$ cat config.mk
export PLATFORM = sky130hd
export DESIGN_NAME = enc_trig_unit
export DESIGN_NICKNAME = d
export VERILOG_FILES = /design/src/rtl/enc_pkg.sv /design/src/rtl/enc_input_filter.sv /design/src/rtl/enc_quad_decoder.sv /design/src/rtl/enc_speed_window.sv /design/src/rtl/enc_lead_compare.sv /design/src/rtl/enc_trig_unit.sv
export SDC_FILE = /design/constraint.sdc
export NUM_CORES = 2
export LEC_CHECK = 0
export ABC_AREA = 0
export BUFFER_PORTS_ARGS = -buffer_cell sky130_fd_sc_hd__buf_2
export CAP_MARGIN = 20
export CORE_ASPECT_RATIO = 1.4
export CORE_UTILIZATION = 60
export CTS_CLUSTER_DIAMETER = 100
export CTS_CLUSTER_SIZE = 8
export DETAILED_ROUTE_END_ITERATION = 8
export GPL_ROUTABILITY_DRIVEN = 0
export PLACE_DENSITY = 0.77
export REMOVE_ABC_BUFFERS = 1
export SLEW_MARGIN = 20
export SYNTH_ARGS = -nofsm -noshare
export SYNTH_HDL_FRONTEND = slang
export SYNTH_HIERARCHICAL = 1
export SYNTH_SLANG_ARGS = --single-unit
$ cat constraint.sdc
create_clock -name clk -period 35.6 [get_ports clk]
set_clock_uncertainty 0.2 [all_clocks]
set_input_delay 1.78 -clock clk [delete_from_list [all_inputs] [get_ports clk]]
set_output_delay 1.78 -clock clk [all_outputs]
set_load 0.05 [all_outputs]
$ cat src/rtl/enc_pkg.sv
package enc_pkg;

  typedef enum logic [1:0] {
    STEP_NONE = 2'd0,
    STEP_FWD  = 2'd1,
    STEP_REV  = 2'd2,
    STEP_BAD  = 2'd3
  } step_e;

  localparam int unsigned REG_TARGET = 0;
  localparam int unsigned REG_POS    = 1;
  localparam int unsigned REG_SPEED  = 2;
  localparam int unsigned REG_WINDOW = 3;
  localparam int unsigned REG_GAIN   = 4;
  localparam int unsigned REG_STATUS = 5;

  // Map a {a,b} channel pair onto its place in the forward cycle 00,10,11,01.
  function automatic logic [1:0] ab_phase(input logic [1:0] ab);
    return {ab[0], ab[1] ^ ab[0]};
  endfunction

  // Classify the move from one channel pair to the next.
  function automatic step_e ab_step(input logic [1:0] prev_ab, input logic [1:0] cur_ab);
    logic [1:0] diff;
    diff = ab_phase(cur_ab) - ab_phase(prev_ab);
    case (diff)
      2'd1:    return STEP_FWD;
      2'd3:    return STEP_REV;
      2'd2:    return STEP_BAD;
      default: return STEP_NONE;
    endcase
  endfunction

endpackage

$ cat src/rtl/enc_input_filter.sv
module enc_input_filter #(
  parameter int FILT_CYC = 3
) (
  input  logic clk,
  input  logic rst_n,
  input  logic raw_in,
  output logic clean_out
);
  localparam int CNT_W = $clog2(FILT_CYC + 1);

  logic [1:0]       sync_q;
  logic [CNT_W-1:0] hold_cnt;

  always_ff @(posedge clk) begin
    if (!rst_n) begin
      sync_q    <= '0;
      hold_cnt  <= '0;
      clean_out <= 1'b0;
    end else begin
      sync_q <= {sync_q[0], raw_in};
      if (sync_q[1] != clean_out) begin
        if (hold_cnt == CNT_W'(FILT_CYC - 1)) begin
          clean_out <= sync_q[1];
          hold_cnt  <= '0;
        end else begin
          hold_cnt <= hold_cnt + 1'b1;
        end
      end else begin
        hold_cnt <= '0;
      end
    end
  end
endmodule

$ cat src/rtl/enc_quad_decoder.sv
module enc_quad_decoder
  import enc_pkg::*;
#(
  parameter int POS_W = 32
) (
  input  logic                    clk,
  input  logic                    rst_n,
  input  logic [1:0]              ab_in,
  input  logic                    preset_wr,
  input  logic signed [POS_W-1:0] preset_val,
  output logic signed [POS_W-1:0] pos,
  output step_e                   step,
  output logic                    dir_fwd,
  output logic                    err_flag
);
  logic [1:0]              prev_ab;
  logic signed [POS_W-1:0] delta;

  assign step  = ab_step(prev_ab, ab_in);
  assign delta = (step == STEP_FWD) ? POS_W'(1) :
                 (step == STEP_REV) ? '1 : '0;

  always_ff @(posedge clk) begin
    if (!rst_n) begin
      prev_ab  <= 2'b00;
      pos      <= '0;
      dir_fwd  <= 1'b1;
      err_flag <= 1'b0;
    end else begin
      prev_ab <= ab_in;
      if (preset_wr) pos <= preset_val;
      else           pos <= pos + delta;
      if (step == STEP_FWD) dir_fwd <= 1'b1;
      if (step == STEP_REV) dir_fwd <= 1'b0;
      if (step == STEP_BAD) err_flag <= 1'b1;
    end
  end
endmodule

$ cat src/rtl/enc_speed_window.sv
module enc_speed_window
  import enc_pkg::*;
#(
  parameter int POS_W = 32,
  parameter int WIN_W = 32
) (
  input  logic                    clk,
  input  logic                    rst_n,
  input  step_e                   step,
  input  logic [WIN_W-1:0]        window,
  input  logic                    restart,
  output logic signed [POS_W-1:0] speed,
  output logic                    win_end
);
  logic [WIN_W-1:0]        win_cnt;
  logic signed [POS_W-1:0] acc;
  logic signed [POS_W-1:0] delta;

  assign delta   = (step == STEP_FWD) ? POS_W'(1) :
                   (step == STEP_REV) ? '1 : '0;
  assign win_end = ({1'b0, win_cnt} + 1'b1) >= {1'b0, window};

  always_ff @(posedge clk) begin
    if (!rst_n) begin
      win_cnt <= '0;
      acc     <= '0;
      speed   <= '0;
    end else if (restart) begin
      win_cnt <= '0;
      acc     <= '0;
    end else if (win_end) begin
      speed   <= acc + delta;
      acc     <= '0;
      win_cnt <= '0;
    end else begin
      acc     <= acc + delta;
      win_cnt <= win_cnt + 1'b1;
    end
  end
endmodule

$ cat src/rtl/enc_lead_compare.sv
module enc_lead_compare #(
  parameter int POS_W  = 32,
  parameter int GAIN_W = 16,
  parameter int FRAC_W = 8
) (
  input  logic signed [POS_W-1:0] pos,
  input  logic signed [POS_W-1:0] speed,
  input  logic [GAIN_W-1:0]       gain,
  input  logic signed [POS_W-1:0] target,
  input  logic                    dir_fwd,
  output logic                    hit
);
  localparam int PROD_W = POS_W + GAIN_W;
  localparam int EXT_W  = PROD_W + 2;

  function automatic logic [PROD_W-1:0] lead_of(input logic signed [POS_W-1:0] spd,
                                                input logic [GAIN_W-1:0] g);
    logic [POS_W-1:0]  mag;
    logic [PROD_W-1:0] prod;
    mag  = spd[POS_W-1] ? (~spd + 1'b1) : spd;
    prod = PROD_W'(mag) * PROD_W'(g);
    return prod >> FRAC_W;
  endfunction

  logic [PROD_W-1:0]       lead;
  logic signed [EXT_W-1:0] pos_e, tgt_e, lead_e;

  assign lead   = lead_of(speed, gain);
  assign pos_e  = EXT_W'(pos);
  assign tgt_e  = EXT_W'(target);
  assign lead_e = $signed({2'b00, lead});
  assign hit    = dir_fwd ? ((pos_e + lead_e) >= tgt_e) : ((pos_e - lead_e) <= tgt_e);
endmodule

$ cat src/rtl/enc_trig_unit.sv
module enc_trig_unit
  import enc_pkg::*;
#(
  parameter int POS_W    = 32,
  parameter int WIN_W    = 32,
  parameter int GAIN_W   = 16,
  parameter int FRAC_W   = 8,
  parameter int FILT_CYC = 3,
  parameter int WIN_DEF  = 100000,
  parameter int GAIN_DEF = 256,
  parameter int ADDR_W   = 3
) (
  input  logic              clk,
  input  logic              rst_n,
  input  logic              enc_a,
  input  logic              enc_b,
  input  logic              bus_we,
  input  logic [ADDR_W-1:0] bus_addr,
  input  logic [POS_W-1:0]  bus_wdata,
  output logic [POS_W-1:0]  bus_rdata,
  output logic              irq,
  output logic              trig_pulse
);
  localparam int DATA_W = POS_W;

  // Named internal events, also used by the bound checker.
  logic                    tgt_wr, preset_wr, win_wr, gain_wr, irq_clr;
  logic                    fire_evt, hit, armed, irq_pend, bad_edge;
  logic                    dir_fwd, err_flag, win_end;
  logic signed [POS_W-1:0] pos, speed, target_q;
  logic [WIN_W-1:0]        win_q;
  logic [GAIN_W-1:0]       gain_q;
  logic [1:0]              raw_ab, clean_ab;
  step_e                   step;

  assign tgt_wr    = bus_we && (bus_addr == ADDR_W'(REG_TARGET));
  assign preset_wr = bus_we && (bus_addr == ADDR_W'(REG_POS));
  assign win_wr    = bus_we && (bus_addr == ADDR_W'(REG_WINDOW));
  assign gain_wr   = bus_we && (bus_addr == ADDR_W'(REG_GAIN));
  assign irq_clr   = bus_we && (bus_addr == ADDR_W'(REG_STATUS)) && bus_wdata[0];

  assign raw_ab = {enc_a, enc_b};

  for (genvar ch = 0; ch < 2; ch++) begin : g_chan
    enc_input_filter #(.FILT_CYC(FILT_CYC)) u_filt (
      .clk      (clk),
      .rst_n    (rst_n),
      .raw_in   (raw_ab[ch]),
      .clean_out(clean_ab[ch])
    );
  end

  enc_quad_decoder #(.POS_W(POS_W)) u_dec (
    .clk       (clk),
    .rst_n     (rst_n),
    .ab_in     (clean_ab),
    .preset_wr (preset_wr),
    .preset_val($signed(bus_wdata)),
    .pos       (pos),
    .step      (step),
    .dir_fwd   (dir_fwd),
    .err_flag  (err_flag)
  );

  assign bad_edge = (step == STEP_BAD);

  enc_speed_window #(.POS_W(POS_W), .WIN_W(WIN_W)) u_spd (
    .clk    (clk),
    .rst_n  (rst_n),
    .step   (step),
    .window (win_q),
    .restart(win_wr),
    .speed  (speed),
    .win_end(win_end)
  );

  enc_lead_compare #(.POS_W(POS_W), .GAIN_W(GAIN_W), .FRAC_W(FRAC_W)) u_cmp (
    .pos    (pos),
    .speed  (speed),
    .gain   (gain_q),
    .target (target_q),
    .dir_fwd(dir_fwd),
    .hit    (hit)
  );

  assign fire_evt = armed && hit;

  always_ff @(posedge clk) begin
    if (!rst_n) begin
      target_q   <= '0;
      win_q      <= WIN_W'(WIN_DEF);
      gain_q     <= GAIN_W'(GAIN_DEF);
      armed      <= 1'b0;
      irq_pend   <= 1'b0;
      trig_pulse <= 1'b0;
    end else begin
      if (tgt_wr)  target_q <= $signed(bus_wdata);
      if (win_wr)  win_q    <= bus_wdata[WIN_W-1:0];
      if (gain_wr) gain_q   <= bus_wdata[GAIN_W-1:0];
      if (tgt_wr)        armed <= 1'b1;
      else if (fire_evt) armed <= 1'b0;
      if (fire_evt)     irq_pend <= 1'b1;
      else if (irq_clr) irq_pend <= 1'b0;
      trig_pulse <= fire_evt;
    end
  end

  assign irq = irq_pend;

  always_comb begin
    bus_rdata = '0;
    case (bus_addr)
      ADDR_W'(REG_TARGET): bus_rdata = target_q;
      ADDR_W'(REG_POS):    bus_rdata = pos;
      ADDR_W'(REG_SPEED):  bus_rdata = speed;
      ADDR_W'(REG_WINDOW): bus_rdata = DATA_W'(win_q);
      ADDR_W'(REG_GAIN):   bus_rdata = DATA_W'(gain_q);
      ADDR_W'(REG_STATUS): bus_rdata = DATA_W'({dir_fwd, armed, err_flag, irq_pend});
      default:             bus_rdata = '0;
    endcase
  end
endmodule

==> metrics.txt <==
Critical Path Max Stage Delay=0.82 ns; Pins Over Slew Limit=0; GRT Overall Usage=35.88%; critical path required time=35.83 ns; starting density of the core=60.93%; Hold Fails Final Rpt=0; Yosys warnings=6; Layout Nets=5,262; DP Wirelength=84,210 µm; Post-Syn Area=37,200 µm²; antenna violations before repair=0; CP endpoint kind=flop; max_slew headroom=32.79%; gr ovfl total=0; setup violators final=0; final setup TNS=0 ns; Hold WC Path Type=flop to flop; cts hold-fix bufs=0; DRC Markers=0; Max Cap Viol=0; H-tree lvl count=2; Synth-to-Final Area Change=4.652%; Vias=32,510; critical path class=flop to flop; CTS Root Cell=clkbuf_16; CTS buffer count=34; Core ar.=61,050 µm²; CP max FO=19; IO Port Bufs=73; Top cell by count, worst path=fa_1; post-route minimum period=14.22 ns; 1st-iter DRT viols=3,068; Final period util=39.95%; clk sink count=225; die height=296.6 µm; status=completed; IO Pins=74; slowest stage cell, crit path=dfxtp_1; die width=212.4 µm; Bufs on Longest Clock Path=3; fraction of layout cells with a size suffix above 1=6.298%; Syn Inst Count=4,516; VDD IR-drop max=0.04118 mV; actual slew at the worst max-slew pin=0.9828 ns; Antenna Nets Post-Route=0; Pleak=18.17 nW; PostCTS Resize Cnt=0; setup repair bufs after CTS=0; number of global-route vias before repair=33,280; die area=63,010 µm²; Power Dens Cells=18.18 nW/µm²; WL/cell=20.94 µm; Core Rows=107; RSZ-0062 raised after global routing=false; startpoint type of the worst setup path=flop; Post-Syn Area per Cell=8.237 µm²; Max Clock Freq=70.32 MHz; WP data arrival=14.45 ns; CTS tree=built; via/cell ratio=6.176; largest net degree at the start of global routing=65; WL final=110,200 µm; Pwr Total=0.7078 mW; clock latency on the worst-skew pair=0.54 ns; router iterations before antenna repair=6; first-pass GRT wire length=175,800 µm; CTS clock-pin slew for the worst setup and hold paths=0.05 ns
## metrics by stage
step	util [%]	hold slack [ns]	std cells	instance area [µm²]	worst slack (ns)
2_1_floorplan	-	0.2009	4270	36100	23.70
3_3_place_gp	62.25	0.2104	5224	38000	21.99
3_5_place_dp	62.25	0.2129	5224	38000	21.70
4_1_cts	63.76	0.2192	5263	38920	21.70
5_1_grt	63.76	0.2581	5263	38920	20.80
6_report	63.76	0.2192	5264	38930	21.38
## sequential cells by signal, summed over array words and instances, names as in the netlist, 2 cells and up
signal / flops
target_q: 32
u_dec/pos: 32
u_spd/acc: 32
u_spd/speed: 32
u_spd/win_cnt: 32
win_q: 32
gain_q: 16
g_chan.u_filt/hold_cnt: 4
g_chan.u_filt/sync_q: 4
g_chan.u_filt/clean_out: 2
u_dec/prev_ab: 2
## path summary, 6_finish.rpt
check	end	slack (ns)	depth (start not counted)	startpoint
max	irq$_SDFFE_PN0P_	21.38	42	u_spd/speed[0]$_SDFFE_PN0P_
min	g_chan[1].u_filt/hold_cnt[0]$_SDFF_PP0_	0.22	1	g_chan[1].u_filt/hold_cnt[0]$_SDFF_PP0_
max reg2reg	irq$_SDFFE_PN0P_	21.38	42	u_spd/speed[0]$_SDFFE_PN0P_
min reg2reg	g_chan[1].u_filt/hold_cnt[0]$_SDFF_PP0_	0.22	1	g_chan[1].u_filt/hold_cnt[0]$_SDFF_PP0_
## placed cells by master (no fill, tap or decap), drive strengths merged, types with 10 or more instances in the layout
cell     instances
nand2          612
inv            586
fa             420
ha             359
a21oi          250
and2           225
dfxtp          225
xnor2          203
nor2           191
o21ai          139
buf            137
a21o           108
a21boi          79
nor2b           71
xor2            63
nor3            61
nand3           55
nand4           46
and3            43
nand2b          41
mux2i           40
o21a            40
clkbuf          35
o211ai          33
a211oi          33
o21bai          31
or3             24
a31oi           22
o31ai           21
nor4            20
o22ai           19
mux4            18
or4             13
and4            13
o2111ai         13
or2             12
a211o           10
## critical path: cells and delay by family (launching register included)
| family | cells | cell delay [ns] |
|---|---|---|
| AO/OA/AOI/OAI | 17 | 4.50 |
| buffers and inverters | 4 | 0.37 |
| multiplexers | 1 | 0.39 |
| XOR/XNOR | 2 | 0.96 |
| flip-flops | 1 | 0.82 |
| adder cells (fa/ha/maj) | 10 | 4.65 |
| AND/OR/NAND/NOR | 8 | 2.21 |
## layout make-up
class                   count  area (µm²)
repair buffers            137       848.3
fillers                  5358       22120
clock buffers              35       854.6
clock inverters             4       67.56
multi-input cells        3457       29410
well taps                 817        1022
diodes                      1       2.502
flip-flops and latches    225        4509
inverters                 588        2208
## where the power goes
part           internal [mW]  switching (mW)
Clock                  0.171           0.122
Sequential             0.256         0.00838
Combinational         0.0598          0.0903
## per-layer routing
layer  global-route usage, %  share of wire (%)  wire, µm  up-vias
li1                        -                  -         -    14760
met1                   41.62                 36     40170    15730
met2                   60.94                 48     52460     1536
met3                   4.434                7.5      8286      486
met4                   26.25                8.4      9303        0
met5                       0                  0         0        -
No activity file was read; power rests on OpenSTA's default activity.
